$ cat src/rtl/swm_pkg.sv
package swm_pkg;
  typedef enum logic [1:0] {M_STBY = 2'd0, M_ACT = 2'd1, M_IDLE = 2'd2} mode_e;
  typedef enum logic [1:0] {S_ADDR = 2'd0, S_CMD = 2'd1, S_DATA = 2'd2} stage_e;
  typedef enum logic [2:0] {
    C_READ = 3'd0, C_SREAD = 3'd1, C_WRITE = 3'd2, C_SWRITE = 3'd3,
    C_WEN = 3'd4, C_WDIS = 3'd5, C_FILL = 3'd6, C_CLEAR = 3'd7
  } cmd_e;

  // Commands refused while a write cycle runs
  function automatic logic busy_refused(input logic [2:0] c);
    return !(c == C_WEN || c == C_WDIS);
  endfunction

  // Master acknowledge is illegal in this slot
  function automatic logic mak_illegal(input stage_e s, input logic [2:0] c);
    return (s == S_CMD && (c == C_WEN || c == C_WDIS || c == C_FILL || c == C_CLEAR)) ||
           (s == S_DATA && c == C_SWRITE);
  endfunction

  // A no-acknowledge in this slot launches a write cycle
  function automatic logic ends_in_write(input stage_e s, input logic [2:0] c);
    return (s == S_CMD && (c == C_FILL || c == C_CLEAR)) ||
           (s == S_DATA && (c == C_WRITE || c == C_SWRITE));
  endfunction

  function automatic stage_e stage_after(input stage_e s);
    return (s == S_ADDR) ? S_CMD : S_DATA;
  endfunction
endpackage

$ cat src/rtl/swm_byte_check.sv
module swm_byte_check
  import swm_pkg::*;
#(
  parameter int BYTE_W = 8,
  parameter logic [BYTE_W-1:0] DEV_ADDR = 8'hA0,
  parameter logic [BYTE_W-$bits(cmd_e)-1:0] CMD_TAG = 5'b10110
) (
  input  logic [BYTE_W-1:0]        byte_i,
  input  logic                     busy_i,
  output logic                     addr_ok_o,
  output logic                     cmd_known_o,
  output logic                     cmd_blocked_o,
  output logic [$bits(cmd_e)-1:0]  code_o
);
  localparam int CODE_W = $bits(cmd_e);

  assign addr_ok_o     = (byte_i == DEV_ADDR);
  assign code_o        = byte_i[CODE_W-1:0];
  assign cmd_known_o   = (byte_i[BYTE_W-1:CODE_W] == CMD_TAG);
  assign cmd_blocked_o = cmd_known_o && busy_i && busy_refused(code_o);
endmodule

$ cat src/rtl/swm_ack_rules.sv
module swm_ack_rules
  import swm_pkg::*;
(
  input  stage_e                   stage_i,
  input  logic [$bits(cmd_e)-1:0]  cmd_i,
  output logic                     mak_kill_o,
  output logic                     write_end_o,
  output stage_e                   next_stage_o
);
  assign mak_kill_o   = mak_illegal(stage_i, cmd_i);
  assign write_end_o  = ends_in_write(stage_i, cmd_i);
  assign next_stage_o = stage_after(stage_i);
endmodule

$ cat src/rtl/swire_mode_ctrl.sv
module swire_mode_ctrl
  import swm_pkg::*;
#(
  parameter int BYTE_W = 8,
  parameter logic [BYTE_W-1:0] DEV_ADDR = 8'hA0,
  parameter logic [BYTE_W-$bits(cmd_e)-1:0] CMD_TAG = 5'b10110
) (
  input  logic              clk,
  input  logic              rst_n,
  input  logic              ev_fall_i,
  input  logic              ev_stby_i,
  input  logic              ev_byte_i,
  input  logic [BYTE_W-1:0] byte_i,
  input  logic              ev_mak_i,
  input  logic              ev_nomak_i,
  input  logic              ev_miss_i,
  input  logic              busy_i,
  input  logic              wel_i,
  output logic [1:0]        mode_o,
  output logic              sak_go_o,
  output logic              wr_start_o
);
  localparam int CODE_W = $bits(cmd_e);

  mode_e             mode_q, mode_d;
  stage_e            stage_q, stage_d;
  logic              await_q, await_d;
  logic [CODE_W-1:0] cmd_q, cmd_d;
  logic              sak_q, sak_d, wr_q, wr_d;

  logic              addr_ok, cmd_known, cmd_blocked;
  logic [CODE_W-1:0] code;
  logic              mak_kill, write_end;
  stage_e            next_stage;

  swm_byte_check #(.BYTE_W(BYTE_W), .DEV_ADDR(DEV_ADDR), .CMD_TAG(CMD_TAG)) u_check (
    .byte_i(byte_i), .busy_i(busy_i), .addr_ok_o(addr_ok), .cmd_known_o(cmd_known),
    .cmd_blocked_o(cmd_blocked), .code_o(code)
  );

  swm_ack_rules u_ack (
    .stage_i(stage_q), .cmd_i(cmd_q), .mak_kill_o(mak_kill),
    .write_end_o(write_end), .next_stage_o(next_stage)
  );

  // Named events for the assertions
  logic active, byte_ev, mak_ev, nomak_ev;
  logic addr_bad, cmd_unknown, cmd_refused, reject;
  assign active      = (mode_q == M_ACT) && !ev_stby_i && !ev_miss_i;
  assign byte_ev     = active && !await_q && ev_byte_i;
  assign mak_ev      = active && await_q && ev_mak_i;
  assign nomak_ev    = active && await_q && !ev_mak_i && ev_nomak_i;
  assign addr_bad    = byte_ev && (stage_q == S_ADDR) && !addr_ok;
  assign cmd_unknown = byte_ev && (stage_q == S_CMD) && !cmd_known;
  assign cmd_refused = byte_ev && (stage_q == S_CMD) && cmd_blocked;
  assign reject      = addr_bad || cmd_unknown || cmd_refused;

  always_comb begin
    mode_d  = mode_q;
    stage_d = stage_q;
    await_d = await_q;
    cmd_d   = cmd_q;
    sak_d   = 1'b0;
    wr_d    = 1'b0;
    if (ev_stby_i) begin
      mode_d  = M_STBY;
      stage_d = S_ADDR;
      await_d = 1'b0;
    end else begin
      case (mode_q)
        M_STBY: if (ev_fall_i) begin
          mode_d  = M_ACT;
          stage_d = S_ADDR;
          await_d = 1'b0;
        end
        M_ACT: begin
          if (ev_miss_i) begin
            mode_d = M_IDLE;
          end else if (byte_ev) begin
            if (reject) begin
              mode_d = M_IDLE;
            end else begin
              await_d = 1'b1;
              if (stage_q == S_CMD) cmd_d = code;
            end
          end else if (mak_ev) begin
            if (mak_kill) begin
              mode_d = M_IDLE;
            end else begin
              sak_d   = 1'b1;
              await_d = 1'b0;
              stage_d = next_stage;
            end
          end else if (nomak_ev) begin
            sak_d   = 1'b1;
            wr_d    = write_end && wel_i;
            mode_d  = M_STBY;
            stage_d = S_ADDR;
            await_d = 1'b0;
          end
        end
        default: ;
      endcase
    end
  end

  always_ff @(posedge clk or negedge rst_n) begin
    if (!rst_n) begin
      mode_q  <= M_STBY;
      stage_q <= S_ADDR;
      await_q <= 1'b0;
      cmd_q   <= '0;
      sak_q   <= 1'b0;
      wr_q    <= 1'b0;
    end else begin
      mode_q  <= mode_d;
      stage_q <= stage_d;
      await_q <= await_d;
      cmd_q   <= cmd_d;
      sak_q   <= sak_d;
      wr_q    <= wr_d;
    end
  end

  assign mode_o     = mode_q;
  assign sak_go_o   = sak_q;
  assign wr_start_o = wr_q;

  // Assertions
  assert_fall_wakes_R2: assert property (@(posedge clk) disable iff (!rst_n)
    (mode_q == M_STBY && ev_fall_i && !ev_stby_i) |=> (mode_q == M_ACT));
  assert_stby_pulse_R3: assert property (@(posedge clk) disable iff (!rst_n)
    ev_stby_i |=> (mode_q == M_STBY && !sak_go_o && !wr_start_o));
  assert_idle_deaf_R4: assert property (@(posedge clk) disable iff (!rst_n)
    (mode_q == M_IDLE && !ev_stby_i) |=> (mode_q == M_IDLE && !sak_go_o && !wr_start_o));
  assert_miss_idle_R5: assert property (@(posedge clk) disable iff (!rst_n)
    (mode_q == M_ACT && ev_miss_i && !ev_stby_i) |=> (mode_q == M_IDLE));
  assert_addr_idle_R6: assert property (@(posedge clk) disable iff (!rst_n)
    addr_bad |=> (mode_q == M_IDLE));
  assert_cmd_unknown_R7: assert property (@(posedge clk) disable iff (!rst_n)
    cmd_unknown |=> (mode_q == M_IDLE));
  assert_busy_refuse_R8: assert property (@(posedge clk) disable iff (!rst_n)
    cmd_refused |=> (mode_q == M_IDLE));
  assert_mak_cmd_idle_R9: assert property (@(posedge clk) disable iff (!rst_n)
    (mak_ev && stage_q == S_CMD && mak_kill) |=> (mode_q == M_IDLE && !sak_go_o));
  assert_mak_sdata_idle_R10: assert property (@(posedge clk) disable iff (!rst_n)
    (mak_ev && stage_q == S_DATA && cmd_q == C_SWRITE) |=> (mode_q == M_IDLE));
  assert_wr_single_R11: assert property (@(posedge clk) disable iff (!rst_n)
    wr_start_o |=> !wr_start_o);
  assert_wr_with_sak_R11: assert property (@(posedge clk) disable iff (!rst_n)
    wr_start_o |-> (sak_go_o && mode_q == M_STBY));
  assert_wr_needs_wel_R12: assert property (@(posedge clk) disable iff (!rst_n)
    wr_start_o |-> $past(wel_i));
  assert_nomak_ends_R13: assert property (@(posedge clk) disable iff (!rst_n)
    nomak_ev |=> (sak_go_o && mode_q == M_STBY));
  assert_sak_single_R13: assert property (@(posedge clk) disable iff (!rst_n)
    sak_go_o |=> !sak_go_o);
  assert_mak_advances_R14: assert property (@(posedge clk) disable iff (!rst_n)
    (mak_ev && !mak_kill) |=> (sak_go_o && mode_q == M_ACT));
endmodule

$ cat config.mk
export PLATFORM = sky130hd
export DESIGN_NAME = swire_mode_ctrl
export DESIGN_NICKNAME = d
export VERILOG_FILES = /design/src/rtl/swm_pkg.sv /design/src/rtl/swm_byte_check.sv /design/src/rtl/swm_ack_rules.sv /design/src/rtl/swire_mode_ctrl.sv
export SDC_FILE = /design/constraint.sdc
export NUM_CORES = 1
export LEC_CHECK = 0
export ABC_AREA = 1
export ABC_CLOCK_PERIOD_IN_PS = 1700
export BUFFER_PORTS_ARGS = -buffer_cell sky130_fd_sc_hd__buf_4
export CAP_MARGIN = 20
export CORE_MARGIN = 2
export CORE_UTILIZATION = 53
export CTS_BUF_LIST = sky130_fd_sc_hd__clkbuf_4 sky130_fd_sc_hd__clkbuf_8
export DETAILED_ROUTE_END_ITERATION = 8
export GPL_TIMING_DRIVEN = 0
export HOLD_SLACK_MARGIN = 0.1
export PLACE_DENSITY = 0.87
export SLEW_MARGIN = 20
export SYNTH_ARGS = -nofsm -noshare
export SYNTH_HDL_FRONTEND = slang
export SYNTH_SLANG_ARGS = --single-unit
$ cat constraint.sdc
create_clock -name clk -period 1.7 [get_ports clk]
set_input_delay 0.255 -clock clk [delete_from_list [all_inputs] [get_ports clk]]
set_output_delay 0.255 -clock clk [all_outputs]
set_load 0.03 [all_outputs]
==> results by group, run 1 <==
Floorplanning
  – Initial Utilization: 59.0%
  – Die Y: 42.8 µm
  – Row cnt: 13
  – Die W: 42.8 µm
  – IO Pins: 22
  – Full die area: 1830 µm²
  – Core ar.: 1350 µm²

CTS
  – Worst-path clk slew: 0.07 ns
  – Clk buf depth: 2
  – CTS Buf Count: 3
  – CTS tree: done
  – Root Buffer: clkbuf_4
  – Post-CTS Resized: 0
  – Clk_lat worst skew: 0.27 ns
  – Max H-tree Level: 1
  – Clock sink count: 10

Routing
  – Final WL: 1.61 mm
  – Vias per std cell: 4.97
  – WL/cell: 10.5 µm
  – Drt first pass iters: 4
  – Remaining DRCs: 0
  – Via count: 761
  – Initial drt markers: 5
  – Post-route ant nets: 0

Critical path
  – Startpoint types: flop
  – Crit-path max FO: 6
  – CP Data Arrival Time: 1.59 ns
  – Worst Path Required: 1.86 ns
  – Reg-to-reg startpoint: await_q
  – Crit path launch: await_q
  – Setup Crit Path Kind: reg2reg
  – CP endpoint kind: flop

Placed design
  – Cells after DPL: 148
  – DP HPWL: 1.38 mm
  – GP Congestion: 0.811
  – Number of buffers added on ports: 21

Status
  – Status: finished clean

Min path
  – HP Start: byte_i[0]
  – Hold Crit Class: in2reg

Timing
  – Final Hold Viols: 0
  – Unrepaired setup endpoints after global routing: false
  – Max-slew violations: 0
  – Clk_skew: 0.00312 ns
  – Hold Slack: 0.235 ns
  – Rel. slew slack: 80.7%
  – Worst-Margin Slew: 0.288 ns
  – Max frequency: 698 MHz
  – Final worst path period need: 1.43 ns
  – Setup violations, final: 0
  – Final TNS setup: 0 ns
  – Final Cycle Share: 84.3%

Final layout
  – Layout area overhead: 27.9%
  – Layout cell share with drive strength beyond 1: 32.6%
  – Layout Cells excl Fill: 153
  – Fill count: 113
  – Most frequent cells in the layout: nand2_1, buf_4, inv_1
  – Final net count: 157
  – Commonest non-fill, non-tap cell in the layout: nand2_1
  – Antenna Cells: 0
  – Post-layout util: 75.5%

Yosys
  – Gate Count Post-Synth: 112
  – Post-synth cell types: 21
  – Synth Net Count: 130
  – Yosys reg bits: 10
  – Yosys warning count: 0
  – Netlist Area Pre-Place: 797 µm²
  – Sequential share of the synthesized area: 31.4%
  – Synthesized area per cell: 7.12 µm²

Power and ir drop
  – Max IR drop VDD: 0.569 mV
  – Pwr/cell area: 823 nW/µm²
  – Leak Pwr: 0.000539 µW
  – PnR Total Power: 839 µW

GRT
  – Busiest metal layer after global routing: met2
  – Congestion Overflow GR: 0
  – Antenna violations before repair: 0
  – Global-route wire length before repair: 2.77 mm
  – Met3 Usage GRT: 6.81%
  – Routing usage on met1: 22.0%
  – Largest net degree at the start of global routing: 11
  – Gr usage total: 20.9%
  – Met2 Usage GRT: 35.5%
  – Vias in the first global route: 740

Flow run
  – Max Cap Viol: 0
-- logic make-up after synthesis --
family / Yosys count / share of synthesized area, %
AO/OA/AOI/OAI: 8 / 5.65
buffers and inverters: 20 / 9.42
flip-flops: 10 / 31.4
AND/OR/NAND/NOR: 74 / 53.5
-- where the power goes --
group | internal [µW] | switching [µW] | total, µW
clock | 130 | 82.1 | 212
combinational | 127 | 201 | 328
sequential | 259 | 40.4 | 299
-- metrics by stage --
step	cell area, µm²	setup slack (ns)
final	1020	0.268
after global routing	1020	0.172
after CTS	1020	0.256
after detailed placement	973	0.284
after global placement	973	0.352
after floorplan	797	0.258
-- area by class of cell --
class	count	area [µm²]	share of cell area, %
well taps	15	18.8	1.84
clock buffers	4	36.3	3.56
inverters	20	75.1	7.36
repair buffers	22	168	16.4
flip-flops and latches	10	250	24.5
multi-input cells	82	472	46.3
-- per-layer routing --
layer | wire [µm] | vias to the layer above
met3 | 102 | 7
li1 | - | 399
met1 | 657 | 331
met2 | 803 | 24
met4 | 46 | 0
met5 | 0 | -
-- state kept, by name (all words and copies together) (netlist names) --
signal and count:
sak_go_o 1, mode_o 2, wr_start_o 1, await_q 1
cmd_q 3, stage_q 2
-- final timing paths --
kind | end | slack [ns] | cells past startpoint
setup / recovery | mode_o[0] | 0.27 | 8
hold / removal | cmd_q[0] | 0.23 | 3
setup reg to reg | mode_o[0] | 0.27 | 8
hold reg to reg | cmd_q[0] | 0.50 | 2
max in group asynchronous | await_q | 1.21 | 2
min in group asynchronous | wr_start_o | 0.35 | 2
-- critical path, cell delays in order (launching register included) --
cell     delay [ns]
dfrtp_1        0.47
nor2_2         0.23
inv_2          0.08
nor2_4         0.16
nand3_4        0.10
nand3_2        0.10
nand2_1        0.07
nand2_1        0.06
nand2_1        0.05
-- cells in the mapped netlist --
master    count  area (µm²)
nand2_1      38         143
inv_1        16        60.1
dfrtp_1      10         250
nor2_1        9        33.8
nor2_4        5        56.3
o21ai_1       5        25.0
nand3_1       4        20.0
inv_2         3        11.3
nand2_2       3        18.8
nand3b_1      3        22.5
nor2_2        3        18.8
nand3_2       2        20.0
nand3_4       2        35.0
o211ai_1      2        15.0
and2_0        1        6.26
clkinv_1      1        3.75
nand4_1       1        6.26
nand4_4       1        21.3
nor2_8        1        20.0
nor3_1        1        5.00
o21ai_0       1        5.00
-- repair_timing --
item,CTS,global route
hold buffers,1,0
buffers inserted,0,0
endpoints found under the setup margin,0,0
hold endpoints to repair,10,0
Power figures use the tool's default switching activity.
==> run 2, diff against run 1 <==
--- a/config.mk
+++ b/config.mk
@@ -6,16 +6,17 @@
 export NUM_CORES = 1
 export LEC_CHECK = 0
 export ABC_AREA = 1
-export ABC_CLOCK_PERIOD_IN_PS = 1700
+export ABC_CLOCK_PERIOD_IN_PS = 1300
 export BUFFER_PORTS_ARGS = -buffer_cell sky130_fd_sc_hd__buf_4
 export CAP_MARGIN = 20
+export CORE_ASPECT_RATIO = 1.25
 export CORE_MARGIN = 2
-export CORE_UTILIZATION = 53
+export CORE_UTILIZATION = 48
 export CTS_BUF_LIST = sky130_fd_sc_hd__clkbuf_4 sky130_fd_sc_hd__clkbuf_8
 export DETAILED_ROUTE_END_ITERATION = 8
 export GPL_TIMING_DRIVEN = 0
 export HOLD_SLACK_MARGIN = 0.1
-export PLACE_DENSITY = 0.87
+export PLACE_DENSITY = 0.83
 export SLEW_MARGIN = 20
 export SYNTH_ARGS = -nofsm -noshare
 export SYNTH_HDL_FRONTEND = slang
==> constraint.sdc (replaced) <==
create_clock -name clk -period 1.3 [get_ports clk]
set_input_delay 0.195 -clock clk [delete_from_list [all_inputs] [get_ports clk]]
set_output_delay 0.195 -clock clk [all_outputs]
set_load 0.03 [all_outputs]
==> run 2 against run 1 <==
  * The flow now finishes with violations (setup timing)
  * Setup slack lost 0.34 ns
  * Die area grew 9.5%
  * Core utilization shrank 2.4 points
  * Worst hold slack lost 0.052 ns
  * Total power grew 44%
  * Clock power grew 17%
  * Routed wire length grew 24%
  * Largest power group unchanged
==> results by group, run 2 (same netlist as run 1, synthesis figures left out) <==
Status
  – Status: complete, but fails checks
  – Violations in the final reports: setup timing

Floorplanning
  – Die W: 40.4 µm
  – Initial Utilization: 51.0%
  – Full die area: 2000 µm²
  – Row cnt: 16
  – Die Y: 49.6 µm
  – Core ar.: 1560 µm²
  – IO Pins: 22

Routing
  – WL/cell: 12.2 µm
  – Initial drt markers: 12
  – Via count: 826
  – Drt first pass iters: 4
  – Remaining DRCs: 0
  – Vias per std cell: 5.04
  – Post-route ant nets: 0
  – Final WL: 2.00 mm

Placed design
  – DP HPWL: 1.42 mm
  – Number of buffers added on ports: 21
  – GP Congestion: 0.783
  – Dpl cell area: 980 µm²

Timing
  – Final Hold Viols: 0
  – Final worst path period need: 1.37 ns
  – Unrepaired setup endpoints after global routing: true
  – Final worst slack: -0.0683 ns
  – Worst-Margin Slew: 0.321 ns
  – Final Cycle Share: 105%
  – Final TNS setup: -0.204 ns
  – Setup violations, final: 6
  – Max frequency: 731 MHz
  – Clk_skew: 0.0149 ns
  – Max-slew violations: 0
  – Rel. slew slack: 78.6%
  – Hold Slack: 0.183 ns

Min path
  – Worst Hold Path EP: wr_start_o
  – Hold Crit Class: in2reg
  – HP Start: wel_i
  – Worst hold path depth: 3

Power and ir drop
  – Flop pwr share: 32.2%
  – Internal Dissipation: 723 µW
  – Net Sw Frac: 40.1%
  – Sw Pwr: 483 µW
  – Clock share of power: 20.6%
  – Gate power share: 47.2%
  – Leak Pwr: 0.000586 µW
  – Pwr/cell area: 1060 nW/µm²
  – Max IR drop VDD: 0.556 mV
  – PnR Total Power: 1210 µW

Critical path
  – CP endpoint kind: flop
  – Crit-path max FO: 3
  – Setup Crit Path Kind: reg2reg
  – Reg-to-reg startpoint: mode_o[1]
  – Startpoint types: flop
  – RR Endpoint: stage_q[0]
  – Setup slack, reg-to-reg: -0.07 ns
  – CP Data Arrival Time: 1.51 ns
  – Worst Path Required: 1.45 ns
  – FF-to-FF path depth: 8

Final layout
  – Most frequent cells in the layout: nand2_1, buf_4, inv_1
  – Largest register FFs: 3
  – Layout area overhead: 43.3%
  – Antenna Cells: 0
  – Final net count: 165
  – Fill count: 126
  – Layout cell share with drive strength beyond 1: 41.8%
  – Design area: 1140 µm²
  – Commonest non-fill, non-tap cell in the layout: nand2_1
  – Largest Register: cmd_q

CTS
  – Root Buffer: clkbuf_4
  – Max H-tree Level: 1
  – Worst-path clk slew: 0.07 ns
  – CTS Buf Count: 3
  – CTS tree: done
  – Clk buf depth: 2
  – Clock sink count: 10
  – Clk_lat worst skew: 0.27 ns

GRT
  – Vias in the first global route: 842
  – Global-route wire length before repair: 3.28 mm
  – Gr usage total: 23.5%
  – Antenna violations before repair: 0
  – Largest net degree at the start of global routing: 11
  – Congestion Overflow GR: 0

Flow run
  – Max Cap Viol: 0
==> run 2: cell count changes in the layout (fill, tap and decap cells not counted) <==
cell / delta
nand3_4: +2
buf_6: +1
buf_4: +7
nand2_4: +3
clkbuf_4: +1
nor2_2: -1
dfrtp_1: -3
nand2_1: -3
nor2_4: +3
nor2_1: -2
clkbuf_8: -1
dfrtp_2: +3
nand3_2: -2
==> run 2: what timing repair did <==
item                       in CTS  in global routing
buffers inserted                5                  3
pin swaps                       6                  3
resized for setup              10                  5
hold buffers                    1                  0
hold endpoints to repair       10                  0
setup endpoints to repair       8                  8
==> run 2: power groups by stage <==
stage / registers (µW) / logic, µW / clock network [µW]
after floorplan: 433 / 258 / 0
after global placement: 397 / 417 / 0
after detailed placement: 397 / 431 / 0
after CTS: 387 / 536 / 253
after global routing: 391 / 621 / 271
final: 388 / 569 / 249
==> run 2: metrics by stage <==
stage / util (%) / setup WS, ns / std cells
after global routing: 73.2 / -0.175 / 164
after global placement: 62.7 / -0.0484 / 151
after floorplan: - / -0.0260 / 112
final: 73.2 / -0.0683 / 164
after CTS: 70.0 / -0.0424 / 161
after detailed placement: 62.7 / -0.102 / 151
==> run 2: cell type report <==
class                           instances  area [µm²]  share of cell area, %
Multi-Input combinational cell         82         529                   46.3
Inverter                               20        75.1                   6.57
Tap cell                               18        22.5                   1.97
Timing Repair Buffer                   30         231                   20.3
Sequential cell                        10         254                   22.2
Clock buffer                            4        30.0                   2.63
==> run 2: how the worst max path moves through the flow <==
stage	startpoint	end	slack, ns	cells after the start
finish	mode_o[1]	stage_q[0]	-0.07	8
global placement	await_q	mode_o[0]	-0.05	8
detailed placement	await_q	mode_o[0]	-0.10	8
floorplan	mode_o[0]	mode_o[0]	-0.03	9
global route	mode_o[1]	stage_q[1]	-0.18	8
CTS	mode_o[0]	mode_o[0]	-0.04	9
==> run 2: layer usage <==
| layer | track usage, % | vias up | share of wire [%] |
|---|---|---|---|
| li1 | - | 415 | - |
| met5 | 0 | - | 0 |
| met4 | 5.00 | 0 | 0.40 |
| met1 | 22.6 | 381 | 35 |
| met2 | 44.7 | 28 | 60 |
| met3 | 6.76 | 2 | 4.4 |
==> run 2: worst max-delay path, cell delays in order, from the launching register on <==
cell and delay [ns]:
dfrtp_2 0.46, inv_2 0.10, nand2_4 0.07, nor2_4 0.10, o211ai_1 0.15, nand2_1 0.10
nand3b_1 0.12, nand2_1 0.08, o21ai_1 0.06
==> run 3, diff against run 2 <==
--- a/config.mk
+++ b/config.mk
@@ -6,18 +6,18 @@
 export NUM_CORES = 1
 export LEC_CHECK = 0
 export ABC_AREA = 1
-export ABC_CLOCK_PERIOD_IN_PS = 1300
+export ABC_CLOCK_PERIOD_IN_PS = 1600
 export BUFFER_PORTS_ARGS = -buffer_cell sky130_fd_sc_hd__buf_4
 export CAP_MARGIN = 20
-export CORE_ASPECT_RATIO = 1.25
 export CORE_MARGIN = 2
-export CORE_UTILIZATION = 48
+export CORE_UTILIZATION = 57
 export CTS_BUF_LIST = sky130_fd_sc_hd__clkbuf_4 sky130_fd_sc_hd__clkbuf_8
 export DETAILED_ROUTE_END_ITERATION = 8
 export GPL_TIMING_DRIVEN = 0
 export HOLD_SLACK_MARGIN = 0.1
-export PLACE_DENSITY = 0.83
+export PLACE_DENSITY = 0.92
 export SLEW_MARGIN = 20
 export SYNTH_ARGS = -nofsm -noshare
 export SYNTH_HDL_FRONTEND = slang
+export SYNTH_HIERARCHICAL = 1
 export SYNTH_SLANG_ARGS = --single-unit
==> constraint.sdc (replaced) <==
create_clock -name clk -period 1.6 [get_ports clk]
set_input_delay 0.24 -clock clk [delete_from_list [all_inputs] [get_ports clk]]
set_output_delay 0.24 -clock clk [all_outputs]
set_load 0.03 [all_outputs]
==> run 3 against run 2 <==
  * The run now ends clean
  * Cell area decreased by 9.1%
  * Worst hold slack improved by 0.025 ns
  * Clock skew decreased by 0.015 ns
  * Clock power decreased by 13%
  * Sequential power decreased by 20%
  * Die area decreased by 13%
  * First-iteration DRC count increased by 83%
  * Global-route usage decreased by 4.0 points
  * Register-to-register slack improved by 0.25 ns
==> results by group, run 3 <==
Status
  – Status: finished clean

Floorplanning
  – IO Pins: 22
  – Full die area: 1750 µm²
  – Die W: 41.8 µm
  – Core ar.: 1320 µm²
  – Initial Utilization: 61.9%
  – Die Y: 41.8 µm
  – Row cnt: 13

Yosys
  – Gate Count Post-Synth: 116
  – Top post-synthesis cells by area: dfrtp_1, nand2_1, inv_1, nor2_1, nor2_2
  – Sequential share of the synthesized area: 30.7%
  – Post-synth EDFFs: 0
  – Yosys top cell area share: 30.7%
  – Yosys reg bits: 10
  – Yosys warning count: 6
  – Count leader, synth: nand2_1
  – Ys async rst share: 100%
  – Post-synth cell types: 21
  – Netlist Area Pre-Place: 816 µm²
  – Most frequent cells after synthesis: nand2_1, inv_1, nor2_1
  – Ys flop type: dfrtp_1
  – Synth area leader: dfrtp_1
  – Synthesized area per cell: 7.03 µm²
  – Synth Net Count: 134

Placed design
  – Number of buffers added on ports: 21
  – GP Congestion: 0.880
  – DP HPWL: 1.35 mm

Power and ir drop
  – Net Sw Frac: 38.5%
  – Internal Dissipation: 569 µW
  – Leak Pwr: 0.000578 µW
  – Sw Pwr: 356 µW
  – Pwr/cell area: 890 nW/µm²
  – Max IR drop VDD: 0.512 mV
  – Clock share of power: 23.5%
  – Gate power share: 43.0%
  – Flop pwr share: 33.5%

Critical path
  – Setup slack, reg-to-reg: 0.18 ns
  – WP depth: 9
  – CP endpoint kind: flop
  – CP Data Arrival Time: 1.57 ns
  – Crit-path max FO: 9
  – FF-to-FF path depth: 9
  – Max incr delay on CP: 0.53 ns
  – Buf/Inv on CP: 1
  – Critical-path cell list: nor2_2, nand2_1, nand2_1, inv_1, nand4_1, nand2_1, nand2_1, nand3_1, nand2_1
  – Crit path max-delay cell type: dfrtp_1
  – Worst Path Required: 1.75 ns
  – Setup Crit Path Kind: reg2reg
  – CP dominant cell by count: nand2_1
  – CP top delay family: simple AND/OR/NAND/NOR gates
  – Startpoint types: flop

GRT
  – Vias in the first global route: 702
  – Gr usage total: 19.5%
  – Global-route wire length before repair: 2.73 mm
  – Antenna violations before repair: 0
  – Largest net degree at the start of global routing: 11
  – Congestion Overflow GR: 0

Routing
  – Remaining DRCs: 0
  – Final WL: 1.66 mm
  – Via count: 813
  – WL/cell: 10.5 µm
  – Post-route ant nets: 0
  – Vias per std cell: 5.18
  – Initial drt markers: 22
  – Drt first pass iters: 4

Timing
  – Final TNS setup: 0 ns
  – Max frequency: 703 MHz
  – Rel. slew slack: 78.8%
  – Final worst path period need: 1.42 ns
  – Max-slew violations: 0
  – Unrepaired setup endpoints after global routing: false
  – Final Cycle Share: 88.9%
  – Clk_skew: 0.000338 ns
  – Worst-Margin Slew: 0.319 ns
  – Setup violations, final: 0
  – Final Hold Viols: 0

Final layout
  – Final net count: 161
  – Fill count: 94
  – Largest register FFs: 3
  – Commonest non-fill, non-tap cell in the layout: nand2_1
  – Layout cell share with drive strength beyond 1: 35.9%
  – Largest Register: cmd_q
  – Post-layout util: 78.8%
  – Antenna Cells: 0
  – Layout area overhead: 27.3%
  – Most frequent cells in the layout: nand2_1, buf_4, inv_1

CTS
  – Setup bufs post-CTS: 0
  – Max H-tree Level: 1
  – Worst-path clk slew: 0.06 ns
  – Clock sink count: 10
  – CTS Buf Count: 3
  – Clk buf depth: 2
  – CTS tree: done
  – Clk_lat worst skew: 0.25 ns
  – Root Buffer: clkbuf_4

Min path
  – Hold Crit Class: in2reg
  – Worst hold path depth: 3

Flow run
  – Max Cap Viol: 0
## run 3: changes by cell type in the layout (fill, tap and decap cells not counted), sizes merged, moves of 2 or more
cell and change:
nand4 +3, nor2 +6, buf -4, nand2 -8
nand3b -3, inv -2, nand3 +3, o211ai -2
o21ai +3
## run 3: final timing paths
| path | startpoint | to |
|---|---|---|
| worst max-delay path | stage_q[0] | mode_o[1] |
| worst min-delay path | wel_i | wr_start_o |
| worst max register to register | stage_q[0] | mode_o[1] |
| worst min register to register | cmd_q[0] | cmd_q[0] |
| max in group asynchronous | rst_n | stage_q[1] |
| min in group asynchronous | rst_n | cmd_q[2] |
## run 3: metal layers
layer | track usage (%) | vias up | part of all wire [%]
li1 | - | 417 | -
met1 | 23.2 | 371 | 44
met2 | 33.8 | 23 | 52
met3 | 3.04 | 2 | 3.3
met4 | 9.68 | 0 | 0.72
met5 | 0 | - | 0
## run 3: cells by family (layout without fill, tap and decap cells)
logic type / count (synthesis) / in the layout / synth area share, %
flops: 10 / 10 / 30.7
compound gates: 12 / 12 / 8.74
buf+inv: 21 / 47 / 13.0
simple gates: 73 / 73 / 47.5
## run 3: layout make-up
class	instances	area (µm²)	share of cell area, %
multi-input cells	85	459	44.2
flip-flops and latches	10	250	24.1
repair buffers	22	168	16.1
inverters	17	63.8	6.14
plain buffers	4	42.5	4.10
clock buffers	4	36.3	3.49
well taps	15	18.8	1.81
## run 3: power by group through the flow
stage | registers, µW | logic, µW | clock network (µW)
2_1_floorplan | 352 | 233 | 0
3_3_place_gp | 311 | 381 | 0
3_5_place_dp | 312 | 391 | 0
4_1_cts | 307 | 394 | 226
5_1_grt | 311 | 430 | 237
6_report | 310 | 397 | 217
## run 3: stage by stage
stage	cells	power [µW]	hold slack, ns	setup WS [ns]	area (µm²)
final	157	925	0.207	0.178	1040
after CTS	157	927	0.196	0.193	1040
after global placement	152	693	0.0696	0.233	992
after global routing	157	978	0.202	0.0535	1040
after detailed placement	152	703	0.0725	0.186	992
after floorplan	116	585	-0.0556	0.207	816
## run 3: worst reg2reg max path, delay by kind of cell (launching register included)
kind | cells | cell delay (ns)
buf+inv | 1 | 0.08
flops | 1 | 0.53
simple gates | 8 | 0.71
## run 3: repair_timing
action / 4_1_cts / 5_1_grt
hold endpoints to repair: 10 / 0
hold buffers: 1 / 0
resized for setup: 0 / 0
